### src/rtl/flash_resp_pkg.sv
package flash_resp_pkg;
  typedef enum logic [2:0] {
    ST_IDLE,
    ST_OPC,
    ST_ADDR,
    ST_MODE,
    ST_DATA,
    ST_IGN
  } resp_st_e;
endpackage

### src/rtl/flash_in_sync.sv
module flash_in_sync #(
  parameter int unsigned STAGES = 2
) (
  input  logic       clk_i,
  input  logic       rst_ni,
  input  logic       cs_ni,
  input  logic       sck_i,
  input  logic [1:0] io_i,
  output logic       cs_hi_o,
  output logic       rise_o,
  output logic       fall_o,
  output logic [1:0] io_o
);
  logic [STAGES-1:0] cs_p;
  logic [STAGES-1:0] sck_p;
  logic [1:0]        io_p [STAGES];
  logic              sck_prev;
  logic              sck_s;

  always_ff @(posedge clk_i or negedge rst_ni) begin
    if (!rst_ni) begin
      cs_p     <= '1;
      sck_p    <= '0;
      sck_prev <= 1'b0;
      for (int i = 0; i < STAGES; i++) io_p[i] <= '0;
    end else begin
      cs_p[0]  <= cs_ni;
      sck_p[0] <= sck_i;
      io_p[0]  <= io_i;
      for (int i = 1; i < STAGES; i++) begin
        cs_p[i]  <= cs_p[i-1];
        sck_p[i] <= sck_p[i-1];
        io_p[i]  <= io_p[i-1];
      end
      sck_prev <= sck_s;
    end
  end

  assign sck_s   = sck_p[STAGES-1];
  assign cs_hi_o = cs_p[STAGES-1];
  assign io_o    = io_p[STAGES-1];
  // edges only count inside a selected transaction
  assign rise_o  = sck_s & ~sck_prev & ~cs_hi_o;
  assign fall_o  = ~sck_s & sck_prev & ~cs_hi_o;
endmodule

### src/rtl/flash_mem.sv
module flash_mem #(
  parameter int unsigned MEM_DEPTH   = 256,
  parameter int unsigned ARRAY_AW    = 19,
  parameter int unsigned PRELOAD_MUL = 37,
  parameter int unsigned PRELOAD_ADD = 11,
  localparam int unsigned MEM_AW     = $clog2(MEM_DEPTH)
) (
  input  logic                clk_i,
  input  logic                rst_ni,
  input  logic                wr_en_i,
  input  logic [MEM_AW-1:0]   wr_addr_i,
  input  logic [7:0]          wr_data_i,
  input  logic [ARRAY_AW-1:0] rd_addr_i,
  output logic [7:0]          rd_data_o
);
  localparam int unsigned NBYTES = (ARRAY_AW + 7) / 8;

  logic [7:0]          mem_q [MEM_DEPTH];
  logic [NBYTES*8-1:0] ext_addr;
  logic [7:0]          fill;
  logic                in_win;

  always_ff @(posedge clk_i or negedge rst_ni) begin
    if (!rst_ni) begin
      for (int i = 0; i < MEM_DEPTH; i++) mem_q[i] <= 8'(i * PRELOAD_MUL + PRELOAD_ADD);
    end else if (wr_en_i) begin
      mem_q[wr_addr_i] <= wr_data_i;
    end
  end

  // unbacked space: xor-fold of the address bytes
  always_comb begin
    ext_addr = (NBYTES*8)'(rd_addr_i);
    fill     = '0;
    for (int k = 0; k < NBYTES; k++) fill = fill ^ ext_addr[k*8 +: 8];
  end

  assign in_win    = rd_addr_i < ARRAY_AW'(MEM_DEPTH);
  assign rd_data_o = in_win ? mem_q[rd_addr_i[MEM_AW-1:0]] : fill;
endmodule

### src/rtl/flash_seq.sv
module flash_seq
  import flash_resp_pkg::*;
#(
  parameter logic [7:0]  OPCODE   = 8'hBB,
  parameter int unsigned ADDR_W   = 24,
  parameter int unsigned ARRAY_AW = 19
) (
  input  logic                clk_i,
  input  logic                rst_ni,
  input  logic                cs_hi_i,
  input  logic                rise_i,
  input  logic                fall_i,
  input  logic [1:0]          io_i,
  input  logic [7:0]          rd_data_i,
  output logic [ARRAY_AW-1:0] rd_addr_o,
  output logic                fetch_o,
  output resp_st_e            st_o,
  output logic [1:0]          io_o,
  output logic [1:0]          io_oe_o
);
  localparam int unsigned ADDR_CLKS = ADDR_W / 2;
  localparam int unsigned CNT_W     = $clog2(ADDR_CLKS + 1);
  typedef logic [ARRAY_AW-1:0] addr_t;

  resp_st_e         st_q;
  logic [CNT_W-1:0] cnt_q;
  logic [6:0]       op_sh;
  logic [7:0]       op_nx;
  addr_t            addr_sh;
  addr_t            rd_addr_q;
  logic             mode_hit_q;
  logic             cont_q;
  logic [1:0]       phase_q;
  logic [5:0]       sh_q;
  logic [1:0]       io_q;
  logic             oe_q;

  assign op_nx = {op_sh, io_i[0]};

  always_ff @(posedge clk_i or negedge rst_ni) begin
    if (!rst_ni) begin
      st_q       <= ST_IDLE;
      cnt_q      <= '0;
      op_sh      <= '0;
      addr_sh    <= '0;
      rd_addr_q  <= '0;
      mode_hit_q <= 1'b0;
      cont_q     <= 1'b0;
      phase_q    <= '0;
      sh_q       <= '0;
      io_q       <= '0;
      oe_q       <= 1'b0;
    end else if (cs_hi_i) begin
      st_q    <= ST_IDLE;
      cnt_q   <= '0;
      phase_q <= '0;
      oe_q    <= 1'b0;
    end else begin
      unique case (st_q)
        ST_IDLE: begin
          st_q  <= cont_q ? ST_ADDR : ST_OPC;
          cnt_q <= '0;
        end
        ST_OPC: if (rise_i) begin
          op_sh <= op_nx[6:0];
          if (cnt_q == CNT_W'(7)) begin
            st_q  <= (op_nx == OPCODE) ? ST_ADDR : ST_IGN;
            cnt_q <= '0;
          end else begin
            cnt_q <= cnt_q + 1'b1;
          end
        end
        ST_ADDR: if (rise_i) begin
          // upper address bits fall off the top of the pointer width
          addr_sh <= addr_t'({addr_sh, io_i});
          if (cnt_q == CNT_W'(ADDR_CLKS - 1)) begin
            st_q  <= ST_MODE;
            cnt_q <= '0;
          end else begin
            cnt_q <= cnt_q + 1'b1;
          end
        end
        ST_MODE: if (rise_i) begin
          if (cnt_q == CNT_W'(1)) mode_hit_q <= (io_i == 2'b10);
          if (cnt_q == CNT_W'(3)) begin
            cont_q    <= mode_hit_q;
            rd_addr_q <= addr_sh;
            phase_q   <= '0;
            st_q      <= ST_DATA;
            cnt_q     <= '0;
          end else begin
            cnt_q <= cnt_q + 1'b1;
          end
        end
        ST_DATA: if (fall_i) begin
          phase_q <= phase_q + 1'b1;
          if (phase_q == 2'd0) begin
            io_q      <= rd_data_i[7:6];
            sh_q      <= rd_data_i[5:0];
            rd_addr_q <= rd_addr_q + 1'b1;
            oe_q      <= 1'b1;
          end else begin
            io_q <= sh_q[5:4];
            sh_q <= {sh_q[3:0], 2'b00};
          end
        end
        default: ;
      endcase
    end
  end

  assign rd_addr_o = rd_addr_q;
  assign fetch_o   = (st_q == ST_DATA) && fall_i && (phase_q == 2'd0);
  assign st_o      = st_q;
  assign io_o      = io_q;
  assign io_oe_o   = {2{oe_q}};
endmodule

### src/rtl/dual_read_flash_resp.sv
module dual_read_flash_resp
  import flash_resp_pkg::*;
#(
  parameter logic [7:0]  OPCODE      = 8'hBB,
  parameter int unsigned ADDR_W      = 24,
  parameter int unsigned ARRAY_AW    = 19,
  parameter int unsigned MEM_DEPTH   = 256,
  parameter int unsigned SYNC_STAGES = 2,
  localparam int unsigned MEM_AW     = $clog2(MEM_DEPTH)
) (
  input  logic              clk_i,
  input  logic              rst_ni,
  input  logic              cs_ni,
  input  logic              sck_i,
  input  logic [1:0]        io_i,
  output logic [1:0]        io_o,
  output logic [1:0]        io_oe_o,
  input  logic              wr_en_i,
  input  logic [MEM_AW-1:0] wr_addr_i,
  input  logic [7:0]        wr_data_i
);
  logic                cs_hi_w;
  logic                rise_w;
  logic                fall_w;
  logic [1:0]          io_s_w;
  logic [7:0]          rd_data_w;
  logic [ARRAY_AW-1:0] rd_addr_w;
  logic                fetch_w;
  resp_st_e            st_w;

  flash_in_sync #(.STAGES(SYNC_STAGES)) u_sync (
    .clk_i   (clk_i),
    .rst_ni  (rst_ni),
    .cs_ni   (cs_ni),
    .sck_i   (sck_i),
    .io_i    (io_i),
    .cs_hi_o (cs_hi_w),
    .rise_o  (rise_w),
    .fall_o  (fall_w),
    .io_o    (io_s_w)
  );

  flash_seq #(
    .OPCODE   (OPCODE),
    .ADDR_W   (ADDR_W),
    .ARRAY_AW (ARRAY_AW)
  ) u_seq (
    .clk_i     (clk_i),
    .rst_ni    (rst_ni),
    .cs_hi_i   (cs_hi_w),
    .rise_i    (rise_w),
    .fall_i    (fall_w),
    .io_i      (io_s_w),
    .rd_data_i (rd_data_w),
    .rd_addr_o (rd_addr_w),
    .fetch_o   (fetch_w),
    .st_o      (st_w),
    .io_o      (io_o),
    .io_oe_o   (io_oe_o)
  );

  flash_mem #(
    .MEM_DEPTH (MEM_DEPTH),
    .ARRAY_AW  (ARRAY_AW)
  ) u_mem (
    .clk_i     (clk_i),
    .rst_ni    (rst_ni),
    .wr_en_i   (wr_en_i),
    .wr_addr_i (wr_addr_i),
    .wr_data_i (wr_data_i),
    .rd_addr_i (rd_addr_w),
    .rd_data_o (rd_data_w)
  );
endmodule

### config.mk
export PLATFORM = sky130hd
export DESIGN_NAME = dual_read_flash_resp
export DESIGN_NICKNAME = d
export VERILOG_FILES = /design/src/rtl/flash_resp_pkg.sv /design/src/rtl/flash_in_sync.sv /design/src/rtl/flash_mem.sv /design/src/rtl/flash_seq.sv /design/src/rtl/dual_read_flash_resp.sv
export SDC_FILE = /design/constraint.sdc
export NUM_CORES = 2
export LEC_CHECK = 0
export BUFFER_PORTS_ARGS = -buffer_cell sky130_fd_sc_hd__buf_2
export CAP_MARGIN = 20
export CORE_MARGIN = 10
export CORE_UTILIZATION = 58
export CTS_CLUSTER_SIZE = 10
export DETAILED_ROUTE_END_ITERATION = 8
export HOLD_SLACK_MARGIN = 0.1
export PLACE_DENSITY = 0.75
export SETUP_SLACK_MARGIN = 0.15
export SYNTH_ARGS = -nofsm -noshare
export SYNTH_HDL_FRONTEND = slang
export SYNTH_SLANG_ARGS = --single-unit
### constraint.sdc
create_clock -name clk_i -period 2.7 [get_ports clk_i]
set_clock_uncertainty 0.05 [all_clocks]
set_input_delay 0.27 -clock clk_i [delete_from_list [all_inputs] [get_ports clk_i]]
set_output_delay 0.27 -clock clk_i [all_outputs]
set_load 0.005 [all_outputs]
==> run_results.csv <==
group,metric,value,unit
status,outcome,"complete, but fails checks",
status,violations,"setup timing",
critical_path,r2r_setup_slack,-0.49,ns
synth,synthesis.instances,6418,
timing,fin_crit_sh,118,%
die,die_area,186000,sq um
die,initial_core_util,58.6,%
synth,synth_top_family_by_area,"multiplexers",
synth,async_flop_share,100,%
die,die_w,431,um
clocking,clkSinkCount,2122,
critical_path,start_kind,"flop",
synth,ys_ff_latch,2122,
power_and_ir_drop,power.density,731,nW/um^2
route,final_antenna_net_count,0,
hold_path,whs_endpoint,"u_mem.mem_q[62]",
placed_design,dpl-instance-area,106000,sq um
global_routing,grtUsageTotal,30.6,%
flow_run,maxCapViolations,0,
route,post_drt_wl_per_cell,30.3,um
cells_and_area,drive_above_1_share,67.0,%
timing,setup_violations,8,
clocking,h-tree-depth,4,
critical_path,cp_max_fo,8,
synth,syn_nets,6445,
timing,hold_viol,0,
synth,yosysWarnings,0,
power_and_ir_drop,peakVddDrop,0.595,mV
timing,fin_crit,3.19,ns
global_routing,grt_pass1_wl,429,mm
critical_path,rr_startpoint,"u_seq.rd_addr_o[0]",
timing,hold_slack,0.0797,ns
critical_path,cp.arrival,3.95,ns
global_routing,grt_max_degree,112,
critical_path,crit_start,"u_seq.rd_addr_o[0]",
placed_design,numPortBuffers,26,
synth,synthFlopType,"dfrtp_1",
global_routing,grt-ovfl-total,0,
synth,synth_xor_area_share,0.0982,%
route,wirelength,287,mm
die,pin_count,27,
timing,relSlewSlack,26.5,%
route,dr.pass1.iters,7,
critical_path,reg2reg_depth,14,
global_routing,grt_pass1_vias,64767,
clocking,path_clk_slew,0.06,ns
clocking,root_buffer,"clkbuf_16",
synth,synth.avg_cell_area,15.3,sq um
cells_and_area,finalNetCount,7080,
synth,synthAdderAreaFrac,0.0510,%
placed_design,place_congestion,0.982,
synth,synth-edff-count,0,
clocking,clockBufferDepth,3,
route,routed_via_density,6.54,
synth,synthSimpleGateAreaFrac,2.78,%
clocking,cts_tree,"yes",
hold_path,holdPathStages,2,
timing,worst_pin_slew,1.10,ns
synth,synth_cell_type_count,77,
critical_path,worstSetupPathType,"reg2reg",
global_routing,antenna_found_initial,11,
die,dieHeight,431,um
critical_path,rr_endpoint,"u_seq.sh_q[2]",
placed_design,dp_hpwl,188,mm
power_and_ir_drop,leakagePower,0.0503,uW
die,core_area,168000,sq um
hold_path,hold_path.class,"in2reg",
critical_path,cp-end-kind,"flop",
cells_and_area,syn2layout_area_growth,17.5,%
synth,yosysSeqAreaShare,55.4,%
cells_and_area,final_area,115000,sq um
synth,synth_compound_area_share,3.18,%
cells_and_area,final_cell_mix,"mux2_2, dfrtp_1, dfstp_2, buf_4, mux4_2",
synth,syn_area,98100,sq um
cells_and_area,final_common_cell,"mux2_2",
timing,clock.fmax,313,MHz
clocking,clk-insertion-delay-late,0.90,ns
timing,rsz0062_at_grt,"yes",
route,drc,0,
die,placementRows,150,
timing,setup_ws,-0.493,ns
timing,slew_viol_final,0,
route,drt-initial-drc-count,6147,
synth,synth_mux_area_share,36.1,%
clocking,numCtsBuffers,232,
hold_path,hp-start,"wr_data_i[6]",
critical_path,required,3.46,ns
route,vias,61885,
synth_stat cells (24+ instances only):
| master | n | area [sq um] |
|---|---|---|
| a211oi_1 | 28 | 210 |
| a21oi_1 | 112 | 561 |
| a22oi_1 | 116 | 871 |
| buf_1 | 25 | 93.8 |
| buf_2 | 51 | 255 |
| buf_4 | 32 | 240 |
| buf_6 | 26 | 293 |
| clkbuf_1 | 343 | 1290 |
| dfrtp_1 | 1096 | 27400 |
| dfstp_2 | 1026 | 27000 |
| mux2_2 | 2078 | 23400 |
| mux2i_1 | 177 | 1770 |
| mux4_2 | 456 | 10300 |
| nand2_1 | 206 | 773 |
| nand3_1 | 39 | 195 |
| nor2_1 | 232 | 871 |
| nor2b_1 | 24 | 150 |
| nor3_1 | 25 | 125 |
| o21ai_0 | 37 | 185 |
| o22ai_1 | 26 | 163 |
how the worst max path moves through the flow:
stage	cells past startpoint	endpoint
CTS	12	u_seq.sh_q[2]
global placement	13	u_seq.sh_q[2]
global route	13	u_seq.sh_q[0]
detailed placement	13	u_seq.sh_q[2]
floorplan	10	u_seq.sh_q[5]
finish	14	u_seq.sh_q[2]
critical path, cell delays in order (launching register included):
cell and delay, ns:
dfrtp_4 0.49, buf_12 0.17, buf_16 0.17, buf_12 0.15
nand3b_1 0.24, o22ai_4 0.19, a211oi_2 0.08, buf_4 0.16
a211oi_4 0.37, buf_6 0.17, nor4_4 0.03, buf_4 0.15
a211oi_4 0.37, buf_4 0.18, o41a_1 0.12
per-stage QoR:
stage / std cells / util, % / TNS [ns] / worst slack [ns] / total power (uW)
2_1_floorplan: 6418 / - / 0 / 0.0619 / 44800
4_1_cts: 9430 / 68.4 / -3.02 / -0.452 / 83900
3_5_place_dp: 8924 / 63.2 / -7.20 / -1.43 / 53400
3_3_place_gp: 8924 / 63.2 / -6.88 / -1.42 / 53000
5_1_grt: 9461 / 68.8 / -3.78 / -0.515 / 86800
6_report: 9464 / 68.8 / -3.61 / -0.493 / 84300
routing by layer:
| metal | vias up | global-route usage [%] | wire, um | part of all wire [%] |
|---|---|---|---|---|
| met5 | - | 0 | 44 | 0.015 |
| met3 | 740 | 7.55 | 24100 | 8.4 |
| met4 | 8 | 14.8 | 15600 | 5.5 |
| li1 | 25284 | - | - | - |
| met1 | 33305 | 41.5 | 116000 | 40 |
| met2 | 2548 | 46.4 | 131000 | 46 |
what timing repair did:
| item | in CTS | in global routing |
|---|---|---|
| hold buffers | 12 | 0 |
| gates cloned | 13 | 1 |
| setup buffers | 44 | 29 |
| resized for setup | 177 | 64 |
| pin swaps | 32 | 29 |
| endpoints found under the hold margin | 1566 | 0 |
| endpoints found under the setup margin | 15 | 16 |
power by group:
part	leakage (uW)	switching, uW	internal, uW
Combinational	0.0214	11100	8780
Clock	0.00324	12900	16300
Sequential	0.0257	1140	34100
Total	0.0503	25100	59200
state kept, by name (all words and copies together), names as in the netlist:
| register | flops |
|---|---|
| u_sync.cs_p | 2 |
| u_seq.cont_q | 1 |
| u_seq.rd_addr_o | 19 |
| u_sync.io_p | 2 |
| u_seq.st_o | 3 |
| u_sync.io_o | 2 |
| u_seq.mode_hit_q | 1 |
| u_sync.sck_prev | 1 |
| u_seq.addr_sh | 19 |
| u_seq.io_o | 2 |
| u_sync.sck_p | 2 |
| u_seq.phase_q | 2 |
| u_seq.cnt_q | 4 |
| u_seq.op_sh | 7 |
| u_mem.mem_q | 2048 |
| u_seq.sh_q | 6 |
| u_seq.oe_q | 1 |
cell families (layout without fill, tap and decap cells):
logic type                 after synthesis  in the layout
DFF                                   2122           2122
buffers and inverters                  493           1331
adders and majority gates                4              4
AOI/OAI and AO/OA                      461            461
and+or+nand+nor                        615            615
other                                    0              4
muxes                                 2712           2712
xor gates and xnor gates                11             11
final cells by class:
cell class	instances	area (sq um)
Inverter	10	40.0
Tap cell	2204	2760
Antenna cell	4	10.0
Clock buffer	422	6560
Multi-Input combinational cell	3803	42500
Timing Repair Buffer	884	8710
Fill cell	10915	52300
Clock inverter	15	298
Sequential cell	2122	54400
(Power assumes the default switching activity.)
